File: src/rtl/init_base_pkg.sv
package init_base_pkg;
    typedef enum logic [1:0] {
        ACC_RUN  = 2'd0,
        ACC_STOP = 2'd1,
        ACC_SUSP = 2'd2
    } acc_state_e;

    localparam int unsigned RA_CTRL   = 0;
    localparam int unsigned RA_LO     = 1;
    localparam int unsigned RA_HI     = 2;
    localparam int unsigned RA_LO_ALS = 3;
    localparam int unsigned RA_HI_ALS = 4;
endpackage

File: src/rtl/ibr_access_fsm.sv
module ibr_access_fsm
    import init_base_pkg::*;
(
    input  logic clk,
    input  logic rst_n,
    input  logic stop_i,
    input  logic spnd_i,
    output logic unlocked_o,
    output logic stop_entry_o
);
    acc_state_e state_q, state_d;

    always_comb begin
        if (stop_i)      state_d = ACC_STOP;
        else if (spnd_i) state_d = ACC_SUSP;
        else             state_d = ACC_RUN;
    end

    always_ff @(posedge clk or negedge rst_n) begin
        if (!rst_n) state_q <= ACC_STOP;
        else        state_q <= state_d;
    end

    always_comb begin
        unlocked_o   = 1'b0;
        stop_entry_o = 1'b0;
        unique case (state_q)
            ACC_RUN:  stop_entry_o = (state_d == ACC_STOP);
            ACC_SUSP: begin
                unlocked_o   = 1'b1;
                stop_entry_o = (state_d == ACC_STOP);
            end
            ACC_STOP: unlocked_o = 1'b1;
            default:  unlocked_o = 1'b0;
        endcase
    end

    // stop has priority and is reached one edge later
    p_stop_prio_r3: assert property (@(posedge clk) disable iff (!rst_n)
        stop_i |=> (state_q == ACC_STOP));
    // run state locks the bank
    p_run_locked_r3: assert property (@(posedge clk) disable iff (!rst_n)
        (!stop_i && !spnd_i) |=> !unlocked_o);
endmodule

File: src/rtl/ibr_store.sv
module ibr_store
    import init_base_pkg::*;
#(
    parameter int unsigned DW    = 16,
    parameter int unsigned AW    = 3,
    parameter int unsigned ALIGN = 2
) (
    input  logic          clk,
    input  logic          rst_n,
    input  logic          soft_rst,
    input  logic          unlocked,
    input  logic          stop_entry,
    input  logic          wr_en,
    input  logic [AW-1:0] addr,
    input  logic [DW-1:0] wdata,
    output logic [DW-1:0] rdata,
    output logic [DW-1:0] lo_o,
    output logic [DW-1:0] hi_o,
    output logic          init_o,
    output logic          ign_wr_o
);
    localparam logic [DW-1:0] ALIGN_MASK = {{(DW-ALIGN){1'b0}}, {ALIGN{1'b1}}};

    logic [DW-1:0] lo_q, hi_q;
    logic          init_q, ign_q;
    logic          sel_ctrl, sel_lo, sel_hi, sel_base, base_wr_ok;

    assign sel_ctrl   = (addr == AW'(RA_CTRL));
    assign sel_lo     = (addr == AW'(RA_LO)) || (addr == AW'(RA_LO_ALS));
    assign sel_hi     = (addr == AW'(RA_HI)) || (addr == AW'(RA_HI_ALS));
    assign sel_base   = sel_lo || sel_hi;
    assign base_wr_ok = wr_en && unlocked;

    // Address storage carries no reset: contents survive every reset kind.
    always_ff @(posedge clk) begin
        if (base_wr_ok && sel_lo) lo_q <= wdata & ~ALIGN_MASK;
        if (base_wr_ok && sel_hi) hi_q <= wdata;
    end

    always_ff @(posedge clk or negedge rst_n) begin
        if (!rst_n) begin
            init_q <= 1'b0;
            ign_q  <= 1'b0;
        end else begin
            if (soft_rst || stop_entry)           init_q <= 1'b0;
            else if (wr_en && sel_ctrl && wdata[0]) init_q <= 1'b1;
            ign_q <= wr_en && sel_base && !unlocked;
        end
    end

    always_comb begin
        rdata = '0;
        if (sel_ctrl)                rdata = {{(DW-1){1'b0}}, init_q};
        else if (sel_lo && unlocked) rdata = lo_q;
        else if (sel_hi && unlocked) rdata = hi_q;
    end

    assign lo_o     = lo_q;
    assign hi_o     = hi_q;
    assign init_o   = init_q;
    assign ign_wr_o = ign_q;

    p_locked_hold_r3: assert property (@(posedge clk) disable iff (!rst_n)
        !unlocked |=> ($stable(lo_q) && $stable(hi_q)));
    p_align_r1: assert property (@(posedge clk) disable iff (!rst_n)
        (wr_en && unlocked && sel_lo) |=> (lo_q[ALIGN-1:0] == '0));
    p_init_sticky_r8: assert property (@(posedge clk) disable iff (!rst_n)
        (init_q && !soft_rst && !stop_entry) |=> init_q);
    p_stop_clear_r9: assert property (@(posedge clk) disable iff (!rst_n)
        (stop_entry || soft_rst) |=> !init_q);
    p_ign_pulse_r11: assert property (@(posedge clk) disable iff (!rst_n)
        ign_q |-> $past(wr_en));
endmodule

File: src/rtl/ibr_addr_form.sv
module ibr_addr_form #(
    parameter int unsigned DW    = 16,
    parameter int unsigned PW    = 32,
    parameter int unsigned LEG_W = 24
) (
    input  logic [DW-1:0] lo_i,
    input  logic [DW-1:0] hi_i,
    input  logic          wide32_i,
    input  logic [PW-1:0] ptr_i,
    output logic [PW-1:0] init_addr_o,
    output logic [PW-1:0] ptr_o
);
    localparam int unsigned EXT_W = PW - LEG_W;

    logic [EXT_W-1:0] ext_byte;

    assign init_addr_o = {hi_i, lo_i};
    assign ext_byte    = init_addr_o[PW-1:LEG_W];

    generate
        if (EXT_W > 0) begin : g_ext
            assign ptr_o = wide32_i ? ptr_i : {ext_byte, ptr_i[LEG_W-1:0]};
        end else begin : g_noext
            assign ptr_o = ptr_i;
        end
    endgenerate
endmodule

File: src/rtl/init_base_regs.sv
module init_base_regs #(
    parameter int unsigned DW    = 16,
    parameter int unsigned AW    = 3,
    parameter int unsigned PW    = 32,
    parameter int unsigned ALIGN = 2,
    parameter int unsigned LEG_W = 24
) (
    input  logic          clk,
    input  logic          rst_n,
    input  logic          soft_rst,
    input  logic          stop_i,
    input  logic          spnd_i,
    input  logic          wide32_i,
    input  logic          wr_en,
    input  logic [AW-1:0] addr,
    input  logic [DW-1:0] wdata,
    output logic [DW-1:0] rdata,
    output logic          init_o,
    output logic          ign_wr_o,
    output logic [PW-1:0] init_addr_o,
    input  logic [PW-1:0] ptr_i,
    output logic [PW-1:0] ptr_o
);
    logic          unlocked, stop_entry;
    logic [DW-1:0] lo_w, hi_w;

    ibr_access_fsm u_fsm (
        .clk          (clk),
        .rst_n        (rst_n),
        .stop_i       (stop_i),
        .spnd_i       (spnd_i),
        .unlocked_o   (unlocked),
        .stop_entry_o (stop_entry)
    );

    ibr_store #(.DW(DW), .AW(AW), .ALIGN(ALIGN)) u_store (
        .clk        (clk),
        .rst_n      (rst_n),
        .soft_rst   (soft_rst),
        .unlocked   (unlocked),
        .stop_entry (stop_entry),
        .wr_en      (wr_en),
        .addr       (addr),
        .wdata      (wdata),
        .rdata      (rdata),
        .lo_o       (lo_w),
        .hi_o       (hi_w),
        .init_o     (init_o),
        .ign_wr_o   (ign_wr_o)
    );

    ibr_addr_form #(.DW(DW), .PW(PW), .LEG_W(LEG_W)) u_form (
        .lo_i        (lo_w),
        .hi_i        (hi_w),
        .wide32_i    (wide32_i),
        .ptr_i       (ptr_i),
        .init_addr_o (init_addr_o),
        .ptr_o       (ptr_o)
    );

    // legacy pointers take their top byte from the base address
    p_ext_byte_r6: assert property (@(posedge clk) disable iff (!rst_n)
        !wide32_i |-> (ptr_o[PW-1:LEG_W] == init_addr_o[PW-1:LEG_W]));
    // wide pointers are not modified
    p_passthru_r7: assert property (@(posedge clk) disable iff (!rst_n)
        wide32_i |-> (ptr_o == ptr_i));
endmodule

File: config.mk
export PLATFORM = sky130hd
export DESIGN_NAME = init_base_regs
export DESIGN_NICKNAME = d
export VERILOG_FILES = /design/src/rtl/init_base_pkg.sv /design/src/rtl/ibr_access_fsm.sv /design/src/rtl/ibr_store.sv /design/src/rtl/ibr_addr_form.sv /design/src/rtl/init_base_regs.sv
export SDC_FILE = /design/constraint.sdc
export NUM_CORES = 1
export LEC_CHECK = 0
export BUFFER_PORTS_ARGS = -buffer_cell sky130_fd_sc_hd__buf_2
export CAP_MARGIN = 20
export CORE_MARGIN = 4
export CORE_UTILIZATION = 30
export CTS_CLUSTER_DIAMETER = 30
export DETAILED_ROUTE_END_ITERATION = 12
export PLACE_DENSITY = 0.68
export RECOVER_POWER = 25
export SLEW_MARGIN = 40
export SYNTH_ARGS = -nofsm -noshare
export SYNTH_HDL_FRONTEND = slang
export SYNTH_HIERARCHICAL = 1
export SYNTH_SLANG_ARGS = --single-unit
File: constraint.sdc
create_clock -name clk -period 3.15 [get_ports clk]
set_clock_uncertainty 0.15 [all_clocks]
set_input_delay 0.1575 -clock clk [delete_from_list [all_inputs] [get_ports clk]]
set_output_delay 0.1575 -clock clk [all_outputs]
set_load 0.005 [all_outputs]
---- After elaboration in Yosys (flattened, before gate mapping) ----
Index checks and enable logic that the tools add are counted.
storage, ports and cells
  bits of input ports ..................... 58
  bits in registers ....................... 34
cells by class
  muxes and demuxes ....................... 10
  reduce and logical (&&, ||, !) cells .... 19
  equal/unequal tests ..................... 7
operators with widths
  kind                number
  $mux 16             3
  $mux 32             1
  $logic_and 1x1->1   9
  $eq 3x2->1 const B  2
  $eq 2x1->1 const B  2
  $logic_or 1x1->1    4
  $mux 1              4
  $mux 2              2
  $reduce_or 2->1     2
  $eq 3x1->1 const B  1
  $eq 3x3->1 const B  1
  $logic_not 3->1     1
  $eq 2x2->1 const B  1
  $logic_not 2->1     1
  $reduce_bool 2->1   1
  $logic_not 1->1     1

---- Depth between registers and ports, before layout ----
Gate-level depths: netlist (run 1).
  word-level depth ........................ 7
  depth in mapped cells ................... 6
  gate-level depth less buffers ........... 5

---- By module ----
Netlist (run 1), hierarchy kept.
by module, submodules not included
  module          seq. area each (µm²)  cells each  area an instance (µm²)  times used
  ibr_store       950.9                 67          1,248.7                 1
  ibr_addr_form   0.0                   65          551.8                   1
  ibr_access_fsm  51.3                  8           97.6                    1

---- Worst setup path after synthesis (run 1) ----
OpenSTA, ideal clock, no wires.
  path kind ............................... register -> register
  start point ............................. reg u_fsm.state_q[0]
  end point ............................... reg u_store.hi_q[0], in the netlist u_store/hi_o[0] (enable)
  period minus slack after synthesis ...... 2.300 ns
  setup slack ............................. 0.850 ns
  arrival time ............................ 1.776 ns
  buffers on the path ..................... 2
  cell stages (with the launch flop) ...... 7
  cell sequence ........................... dfstp_2 inv_1 ha_1 nor2b_1 buf_2 buf_2 and3_1
on the way
  word-level cells in the longest chain between the ends .. 5
ends and longest elaborated chain
  what                                      line                  source
  from (decl)                               ibr_access_fsm.sv:11  acc_state_e state_q, state_d;
  from (signal assigned)                    ibr_access_fsm.sv:21  else state_q <= state_d;
  $eq 2x1->1 or $eq 2x2->1 (tied branches)  ibr_access_fsm.sv:27  unique case (state_q)
  $reduce_or 2->1 (no line) (*)             --
  $mux 1 (*)                                ibr_access_fsm.sv:27
  named net unlocked                        init_base_regs.sv:24  logic unlocked, stop_entry;
  $logic_and 1x1->1 (*)                     ibr_store.sv:32       assign base_wr_ok = wr_en && unlocked;
  $logic_and 1x1->1 (*)                     ibr_store.sv:37       if (base_wr_ok && sel_hi) hi_q <= wdata;
  to (signal assigned)                      ibr_store.sv:37
  to (decl)                                 ibr_store.sv:24       logic [DW-1:0] lo_q, hi_q;
Mark *: on every way through the listed nets, which the timed path passes. The rest lies on a longest branch.
A chain may end at the register's enable or synchronous reset.

---- Worst setup path after layout (run 1) ----
  start point ............................. reg u_fsm.state_q[0]
  end point ............................... reg u_store.lo_q[6], in the netlist u_store/lo_o[6] (enable)
on the way
  word-level cells in the longest chain between the ends .. 5
ends and longest elaborated chain
  what                                      line                  source
  $eq 2x1->1 or $eq 2x2->1 (tied branches)  ibr_access_fsm.sv:27
  $reduce_or 2->1 (no line) (*)             --
  $mux 1 (*)                                ibr_access_fsm.sv:27
  named net unlocked                        init_base_regs.sv:24
  $logic_and 1x1->1 (*)                     ibr_store.sv:32
  $logic_and 1x1->1 (*)                     ibr_store.sv:36       if (base_wr_ok && sel_lo) lo_q <= wdata & ~ALIGN_MASK;
  to (signal assigned)                      ibr_store.sv:36
  to (decl)                                 ibr_store.sv:24
Marked as above.

==> results of run 1 <==
cell type report:
cell class	count	area, µm²
Clock inverter	3	16.3
Clock buffer	5	68.8
Tap cell	75	93.8
Multi-Input combinational cell	41	408
Inverter	2	7.51
Timing Repair Buffer	111	653
Fill cell	619	3780
Sequential cell	34	1000
per-layer routing:
layer | vias to the layer above | wire length, µm | share of wire
met5 | - | 0 | 0
met4 | 0 | 97 | 0.023
met2 | 69 | 2100 | 0.49
met1 | 569 | 1640 | 0.39
met3 | 16 | 415 | 0.098
li1 | 557 | - | -
where the power goes:
group	total (mW)	switching, mW	internal, mW
combinational	0.137	0.0619	0.0749
sequential	0.511	0.00593	0.505
clock	0.296	0.145	0.151
per-stage QoR:
stage / setup slack (ps) / utilization / power (mW)
global placement: 848 / 0.328 / 0.641
floorplan: 850 / - / 0.618
CTS: 799 / 0.374 / 0.960
detailed placement: 819 / 0.328 / 0.643
global route: 655 / 0.373 / 0.992
finish: 814 / 0.373 / 0.944
path summary, 6_finish.rpt:
path	start	endpoint	slack, ps	cells after the start
worst max-delay path	u_fsm/state_q[0]	u_store/lo_o[6]	810	5
worst min-delay path	wr_en	u_store/ign_wr_o	30	2
worst max register to register	u_fsm/state_q[0]	u_store/lo_o[6]	810	5
worst min register to register	u_fsm/state_q[1]	u_store/ign_wr_o	540	3
max in group asynchronous	rst_n	u_fsm/state_q[0]	2490	2
min in group asynchronous	rst_n	u_fsm/state_q[1]	90	2
placed cells by master, fill, tap and decap left out, types with 3 or more instances in the layout:
cell / n
clkbuf_1: 4
buf_2: 85
a32o_1: 15
edfxtp_1: 30
dlygate4sd3_1: 19
buf_4: 3
mux2_4: 8
clkbuf_8: 5
dfrtp_1: 3
cells by family (layout without fill, tap and decap cells):
kind of cell / Yosys count / in the layout / synth area share
buffers and inverters: 66 / 121 / 0.259
other: 1 / 2 / 0.00198
adder cells (fa/ha/maj): 2 / 2 / 0.0132
flip-flops: 34 / 34 / 0.528
AND/OR/NAND/NOR: 10 / 10 / 0.0349
XOR/XNOR: 1 / 1 / 0.00857
multiplexers: 8 / 8 / 0.0633
AO/OA/AOI/OAI: 18 / 18 / 0.0910
worst reg2reg max path, cell delays in order (launching register included):
cell	delay, ps
dfstp_2	520
inv_1	50
ha_1	300
and3b_1	150
buf_4	220
and2_1	570
sequential cells by signal, summed over array words and instances (netlist names):
name and flops:
u_store/lo_o 14, u_store/ign_wr_o 1, u_store/hi_o 16, u_fsm/state_q 2, u_store/init_o 1
==> impl_metrics.json, run 1 <==
{
  "powerDensity_nw_per_um2": 420,
  "drc": 0,
  "drt_iter0_drc": 58,
  "clkLatencyLatePin_ps": 280,
  "slew_headroom": 0.504,
  "dpl-instance-area_um2": 1980,
  "drt_pass1_iterations": 4,
  "maxCapViolations": 0,
  "cp.required_ps": 2910,
  "cts.sinks": 34,
  "rows": 28,
  "use_met3": 0.0357,
  "synth-main-ff-cell": "edfxtp_1",
  "fin_crit_ps": 2340,
  "die_width_um": 87.5,
  "portBuffers": 89,
  "cts_resized": 0,
  "timing.fmax_ghz": 0.428,
  "synth_top_area_frac": 0.475,
  "grt_overflow": 0,
  "initial_core_util": 0.315,
  "outcome": "finished clean",
  "cp.arrival_ps": 2100,
  "critPathMaxStageDelay_ps": 570,
  "grt_pass1_wl_mm": 6.23,
  "holdBufCountCts": 19,
  "dpl.hpwl_mm": 3.32,
  "synth_edf_count": 30,
  "area_growth_pct": 18.5,
  "clk_path_buf_depth": 2,
  "grt.met2_usage": 0.185,
  "clock-root-buffer": "clkbuf_8",
  "avgSynthCellArea_um2": 13.6,
  "vias": 1211,
  "timing.hold.ws_ps": 26.8,
  "cts_buffers": 5,
  "grtUsageMet1": 0.123,
  "setup_tns_ps": 0,
  "cp_top_family": "simple AND/OR/NAND/NOR gates",
  "cp_cell_sequence": "inv_1, ha_1, and3b_1, buf_4, and2_1",
  "dpl.cell_count": 244,
  "finalHoldViolations": 0,
  "synth_cell_types": 24,
  "synthTopCellsByCount": "58 x buf_4, 30 x edfxtp_1, 15 x a32o_1, 8 x mux2_4",
  "start_kind": "flop",
  "synthesis.instances": 140,
  "grt_use_total": 0.108,
  "crit_buf_inv": 2,
  "yosysWarnings": 6,
  "synth_area_um2": 1900,
  "finalInstanceArea_um2": 2250,
  "grt_max_degree": 18,
  "power.leakage_nw": 1.00,
  "ios": 140,
  "n_antenna_cell": 0,
  "maxSlewViolCount": 0,
  "cts_setup_buffers": 0,
  "ys_seq_area_frac": 0.528,
  "drive_gt1_frac": 0.536,
  "worst_pin_slew_ps": 743,
  "viasPerCell": 4.47,
  "die-area_um2": 7660,
  "worstSetupEndpointType": "flop",
  "cts.reportedPaths.clkPinSlew_ps": 70,
  "drtAntennaViolNets": 0,
  "fin_crit_sh": 0.742,
  "die_y_um": 87.5,
  "crit_slowest_cell": "and2_1",
  "synth_area_leaders": "edfxtp_1 47%, buf_4 23%, a32o_1 7.9%",
  "path_max_fanout": 15,
  "routed_wl_mm": 4.25,
  "place_congestion": 0.653,
  "min_path_type": "input port to flop",
  "critPathKind": "flop to flop",
  "antenna_found_initial": 0,
  "coreArea_um2": 6030,
  "htree_levels": 2,
  "wl_per_cell_um": 15.7,
  "ys_async_sr_fraction": 0.118,
  "yosysMostFrequentCell": "buf_4",
  "rsz0062_at_grt": "false",
  "grt_pass1_vias": 1194,
  "synth.largest_area_cell": "edfxtp_1",
  "fin_cells": 271,
  "ys_ff_latch": 34,
  "grt-busiest-layer": "met2",
  "nNetsFinal": 255,
  "finalSetupViolations": 0,
  "ir_worst_vdd_mv": 0.295,
  "cts_tree": "done"
}
Power figures use the tool's default switching activity.
==> inputs of run 2 (changes only) <==
clock period = 2.3 ns   (was 3.15 ns; I/O delays follow)
==> run 2 against run 1 <==
Utilization grew 0.79 points. Sequential share of layout area down 0.92 points. Combinational power up 45%. Hold slack gained 17 ps. Clock power rose by 40%. Total power increased by 39%. Design area is 2.1% higher. Register-to-register slack lost 450 ps. Cell count grew 1.8%. Via count increased by 3.5%.
==> impl_metrics.json, run 2 (synthesis gave the netlist of run 1 again) <==
{
  "cts.sinks": 34,
  "power.leakage_nw": 1.03,
  "path_max_fanout": 14,
  "critPathKind": "flop to output port",
  "antenna_found_initial": 0,
  "timing.fmax_ghz": 0.456,
  "initial_core_util": 0.315,
  "htree_levels": 2,
  "dpl.hpwl_mm": 3.32,
  "ios": 140,
  "clock-root-buffer": "clkbuf_8",
  "grt_use_total": 0.115,
  "cp.required_ps": 2040,
  "wl_met1_mm": 1.76,
  "finalSetupViolations": 0,
  "coreArea_um2": 6030,
  "min_path_type": "input port to async pin",
  "finalHoldViolations": 0,
  "r2r_start": "u_fsm/state_q[0]",
  "maxCapViolations": 0,
  "maxSlewViolCount": 0,
  "highest_layer": "met4",
  "crit_buf_inv": 3,
  "fin_ws_ps": 106,
  "r2r-end": "u_store/hi_o[5]",
  "cp.arrival_ps": 1930,
  "cp-endpoint": "rdata[13]",
  "final_cell_mix": "86 x buf_2, 30 x edfxtp_1, 20 x dlygate4sd3_1, 15 x a32o_1, 8 x mux2_4",
  "final_common_cell": "buf_2",
  "grt_pass1_vias": 1309,
  "fillCellCount": 625,
  "grt_pass1_wl_mm": 6.62,
  "crit_start": "u_fsm/state_q[0]",
  "cts_setup_buffers": 0,
  "cp_top_family": "flip-flops",
  "die_width_um": 87.5,
  "viasPerCell": 4.54,
  "setup_tns_ps": 0,
  "worstSetupEndpointType": "output port",
  "die-area_um2": 7660,
  "worst-path-stages": 6,
  "post-place-ws_ps": 314,
  "wl_met2_mm": 2.23,
  "place_congestion": 0.684,
  "r2r_slack_ps": 360,
  "fin_crit_sh": 0.954,
  "critPathMaxStageDelay_ps": 530,
  "grt_max_degree": 17,
  "wl_per_cell_um": 16.4,
  "n_antenna_cell": 0,
  "drt_iter0_drc": 55,
  "vias": 1253,
  "clkLatencyLatePin_ps": 280,
  "outcome": "finished clean",
  "r2r_cells": 5,
  "rows": 28,
  "cts_buffers": 5,
  "powerDensity_nw_per_um2": 571,
  "fin_crit_ps": 2190,
  "drc": 0,
  "rsz0062_at_grt": "false",
  "met3_length_um": 455,
  "drtAntennaViolNets": 0,
  "portBuffers": 89,
  "ir_worst_vdd_mv": 0.295,
  "cp_cell_sequence": "inv_1, ha_1, nor2b_2, buf_6, a32o_1, buf_2",
  "cts.reportedPaths.clkPinSlew_ps": 70,
  "area_growth_pct": 21.0,
  "drive_gt1_frac": 0.552,
  "largest_register_ffs": 16,
  "start_kind": "flop",
  "routed_wl_mm": 4.53,
  "drt_pass1_iterations": 4,
  "grt_overflow": 0,
  "nNetsFinal": 260,
  "die_y_um": 87.5,
  "clk_path_buf_depth": 2,
  "cts_tree": "done",
  "crit_slowest_cell": "dfstp_2"
}
## run 2: per-stage QoR
step | cells | hold slack, ps | instance area [µm²] | power (mW) | utilization
2_1_floorplan | 141 | -331 | 1900 | 0.846 | -
3_3_place_gp | 248 | -228 | 2010 | 0.880 | 0.333
3_5_place_dp | 248 | -225 | 2010 | 0.886 | 0.333
4_1_cts | 276 | 2.36 | 2290 | 1.33 | 0.381
5_1_grt | 276 | 54.1 | 2300 | 1.39 | 0.381
6_report | 276 | 43.9 | 2300 | 1.31 | 0.381
## run 2: repair_timing
item | CTS | global route
endpoints found under the hold margin | 38 | 0
endpoints found under the setup margin | 0 | 14
hold buffers | 20 | 0
resized for setup | 0 | 2
## run 2: per-layer routing
metal / up-vias / global-route usage
met5: - / 0
met4: 0 / 0.0446
met3: 18 / 0.0405
met2: 80 / 0.192
met1: 588 / 0.136
li1: 567 / -
## run 2: worst min-delay path by stage
stage / cells past startpoint / end / startpoint
2_1_floorplan: 0 / u_fsm/state_q[1] / rst_n
3_3_place_gp: 1 / u_store/ign_wr_o / rst_n
3_5_place_dp: 1 / u_store/ign_wr_o / rst_n
4_1_cts: 2 / u_store/ign_wr_o / rst_n
5_1_grt: 2 / u_store/ign_wr_o / rst_n
6_report: 2 / u_store/ign_wr_o / rst_n
## run 2: final cells by class
type | instances | area, µm² | area share
clock buffer | 5 | 68.8 | 0.0300
multi-input combinational | 41 | 410 | 0.179
inverter | 2 | 7.51 | 0.00327
timing repair buffer | 116 | 698 | 0.304
sequential | 34 | 1000 | 0.436
clock inverter | 3 | 16.3 | 0.00708
tap | 75 | 93.8 | 0.0408
## run 2: power breakdown
part | total (mW) | internal [mW] | switching, mW
combinational | 0.198 | 0.108 | 0.0897
sequential | 0.700 | 0.692 | 0.00811
clock | 0.413 | 0.207 | 0.207
total | 1.31 | 1.01 | 0.304
==> inputs of run 3 (changes only) <==
CORE_ASPECT_RATIO = 0.6   (was unset)
==> run 3 against run 2 <==
Critical path depth unchanged. Sequential cell count unchanged. First-iteration DRC count up 44%. Combinational power about the same. Hold slack about the same.
==> impl_metrics.json, run 3 (synthesis gave the netlist of run 1 again) <==
{
  "timing.hold.ws_ps": 43.5,
  "crit_slowest_cell": "dfstp_2",
  "fin_ws_ps": 129,
  "cts_tree": "done",
  "power_mw": 1.32,
  "final_common_cell": "buf_2",
  "ios": 140,
  "path_max_fanout": 8,
  "crit_buf_inv": 3,
  "portBuffers": 89,
  "routed_wl_mm": 4.49,
  "vias": 1244,
  "dpl.hpwl_mm": 3.30,
  "drtAntennaViolNets": 0,
  "dpl.cell_count": 258,
  "slew_headroom": 0.626,
  "worstSetupEndpointType": "output port",
  "largest_register_ffs": 16,
  "fin_crit_ps": 2170,
  "final_util": 0.378,
  "post-place-ws_ps": 309,
  "drc": 0,
  "antenna_found_initial": 0,
  "grt_use_total": 0.120,
  "start_kind": "flop",
  "nNetsFinal": 261,
  "cp.arrival_ps": 1910,
  "cts_buffers": 5,
  "power.leakage_nw": 1.04,
  "ir_worst_vdd_mv": 0.204,
  "area_growth_pct": 21.6,
  "setup_tns_ps": 0,
  "clkLatencyLatePin_ps": 270,
  "wl_per_cell_um": 15.7,
  "grt_pass1_vias": 1396,
  "maxSlewViolCount": 0,
  "rsz0062_at_grt": "false",
  "die-area_um2": 7710,
  "cts.sinks": 34,
  "dpl-instance-area_um2": 2030,
  "n_antenna_cell": 0,
  "worst_pin_slew_ps": 560,
  "rows": 22,
  "critPathKind": "flop to output port",
  "finalInstanceArea_um2": 2310,
  "r2r_slack_ps": 390,
  "grt_max_degree": 15,
  "drt_iter0_drc": 79,
  "finalSetupViolations": 0,
  "fin_cells": 286,
  "maxCapViolations": 0,
  "grt_overflow": 0,
  "grt_pass1_wl_mm": 7.18,
  "cp_top_family": "flip-flops",
  "outcome": "finished clean",
  "viasPerCell": 4.35,
  "min_path_type": "input port to flop",
  "die_width_um": 111,
  "fin_crit_sh": 0.944,
  "cts.reportedPaths.clkPinSlew_ps": 70,
  "clock-root-buffer": "clkbuf_8",
  "clk_path_buf_depth": 2,
  "die_y_um": 69.6,
  "drt_pass1_iterations": 4,
  "place_congestion": 0.733,
  "coreArea_um2": 6110,
  "cp_cell_sequence": "inv_1, ha_1, nor2b_2, buf_4, a32o_1, buf_2",
  "finalHoldViolations": 0,
  "powerDensity_nw_per_um2": 571,
  "initial_core_util": 0.311,
  "timing.fmax_ghz": 0.461,
  "drive_gt1_frac": 0.545,
  "critPathMaxStageDelay_ps": 520,
  "final_cell_mix": "84 x buf_2, 30 x edfxtp_1, 20 x dlygate4sd3_1, 15 x a32o_1",
  "cts_setup_buffers": 0,
  "htree_levels": 2,
  "cp.required_ps": 2040
}
-- run 3: changes by cell type in the layout (fill, tap and decap cells not counted) --
cell	delta
buf_2	-2
buf_4	+2
buf_6	-1
clkbuf_1	+3
clkinv_1	-1
clkinv_2	+1
clkinvlp_4	-1
-- run 3: final timing paths --
path / startpoint / end / cells after the start
worst max-delay path: u_fsm/state_q[0] / rdata[11] / 6
worst min-delay path: soft_rst / u_store/init_o / 3
worst max register to register: u_fsm/state_q[0] / u_store/hi_o[6] / 5
worst min register to register: u_fsm/state_q[1] / u_store/ign_wr_o / 3
max in group asynchronous: rst_n / u_fsm/state_q[0] / 2
min in group asynchronous: rst_n / u_store/init_o / 2
-- run 3: cell type report --
type / instances / area, µm²
tap: 84 / 105
fill: 612 / 3800
multi-input combinational: 41 / 410
clock inverter: 2 / 10.0
timing repair buffer: 117 / 699
sequential: 34 / 1000
inverter: 2 / 7.51
clock buffer: 6 / 72.6
-- run 3: repair_timing --
| item | in CTS | in global routing |
|---|---|---|
| resized for setup | 0 | 1 |
| hold endpoints to repair | 38 | 0 |
| endpoints found under the setup margin | 0 | 14 |
| hold buffers | 20 | 0 |
-- run 3: layer usage --
metal | share of wire | vias up | GRT usage
li1 | - | 567 | -
met1 | 0.43 | 584 | 0.150
met2 | 0.44 | 83 | 0.177
met3 | 0.11 | 10 | 0.0558
met4 | 0.012 | 0 | 0.0478
met5 | 0 | - | 0
-- run 3: worst min-delay path, stage by stage --
cell and delay [ps]:
buf_2 90, nor3b_1 40, a41o_1 190
-- run 3: power by group --
group / switching, mW / leakage [nW] / internal [mW]
logic: 0.0894 / 0.667 / 0.109
clock network: 0.210 / 0.0450 / 0.210
registers: 0.00826 / 0.323 / 0.692
total: 0.308 / 1.04 / 1.01
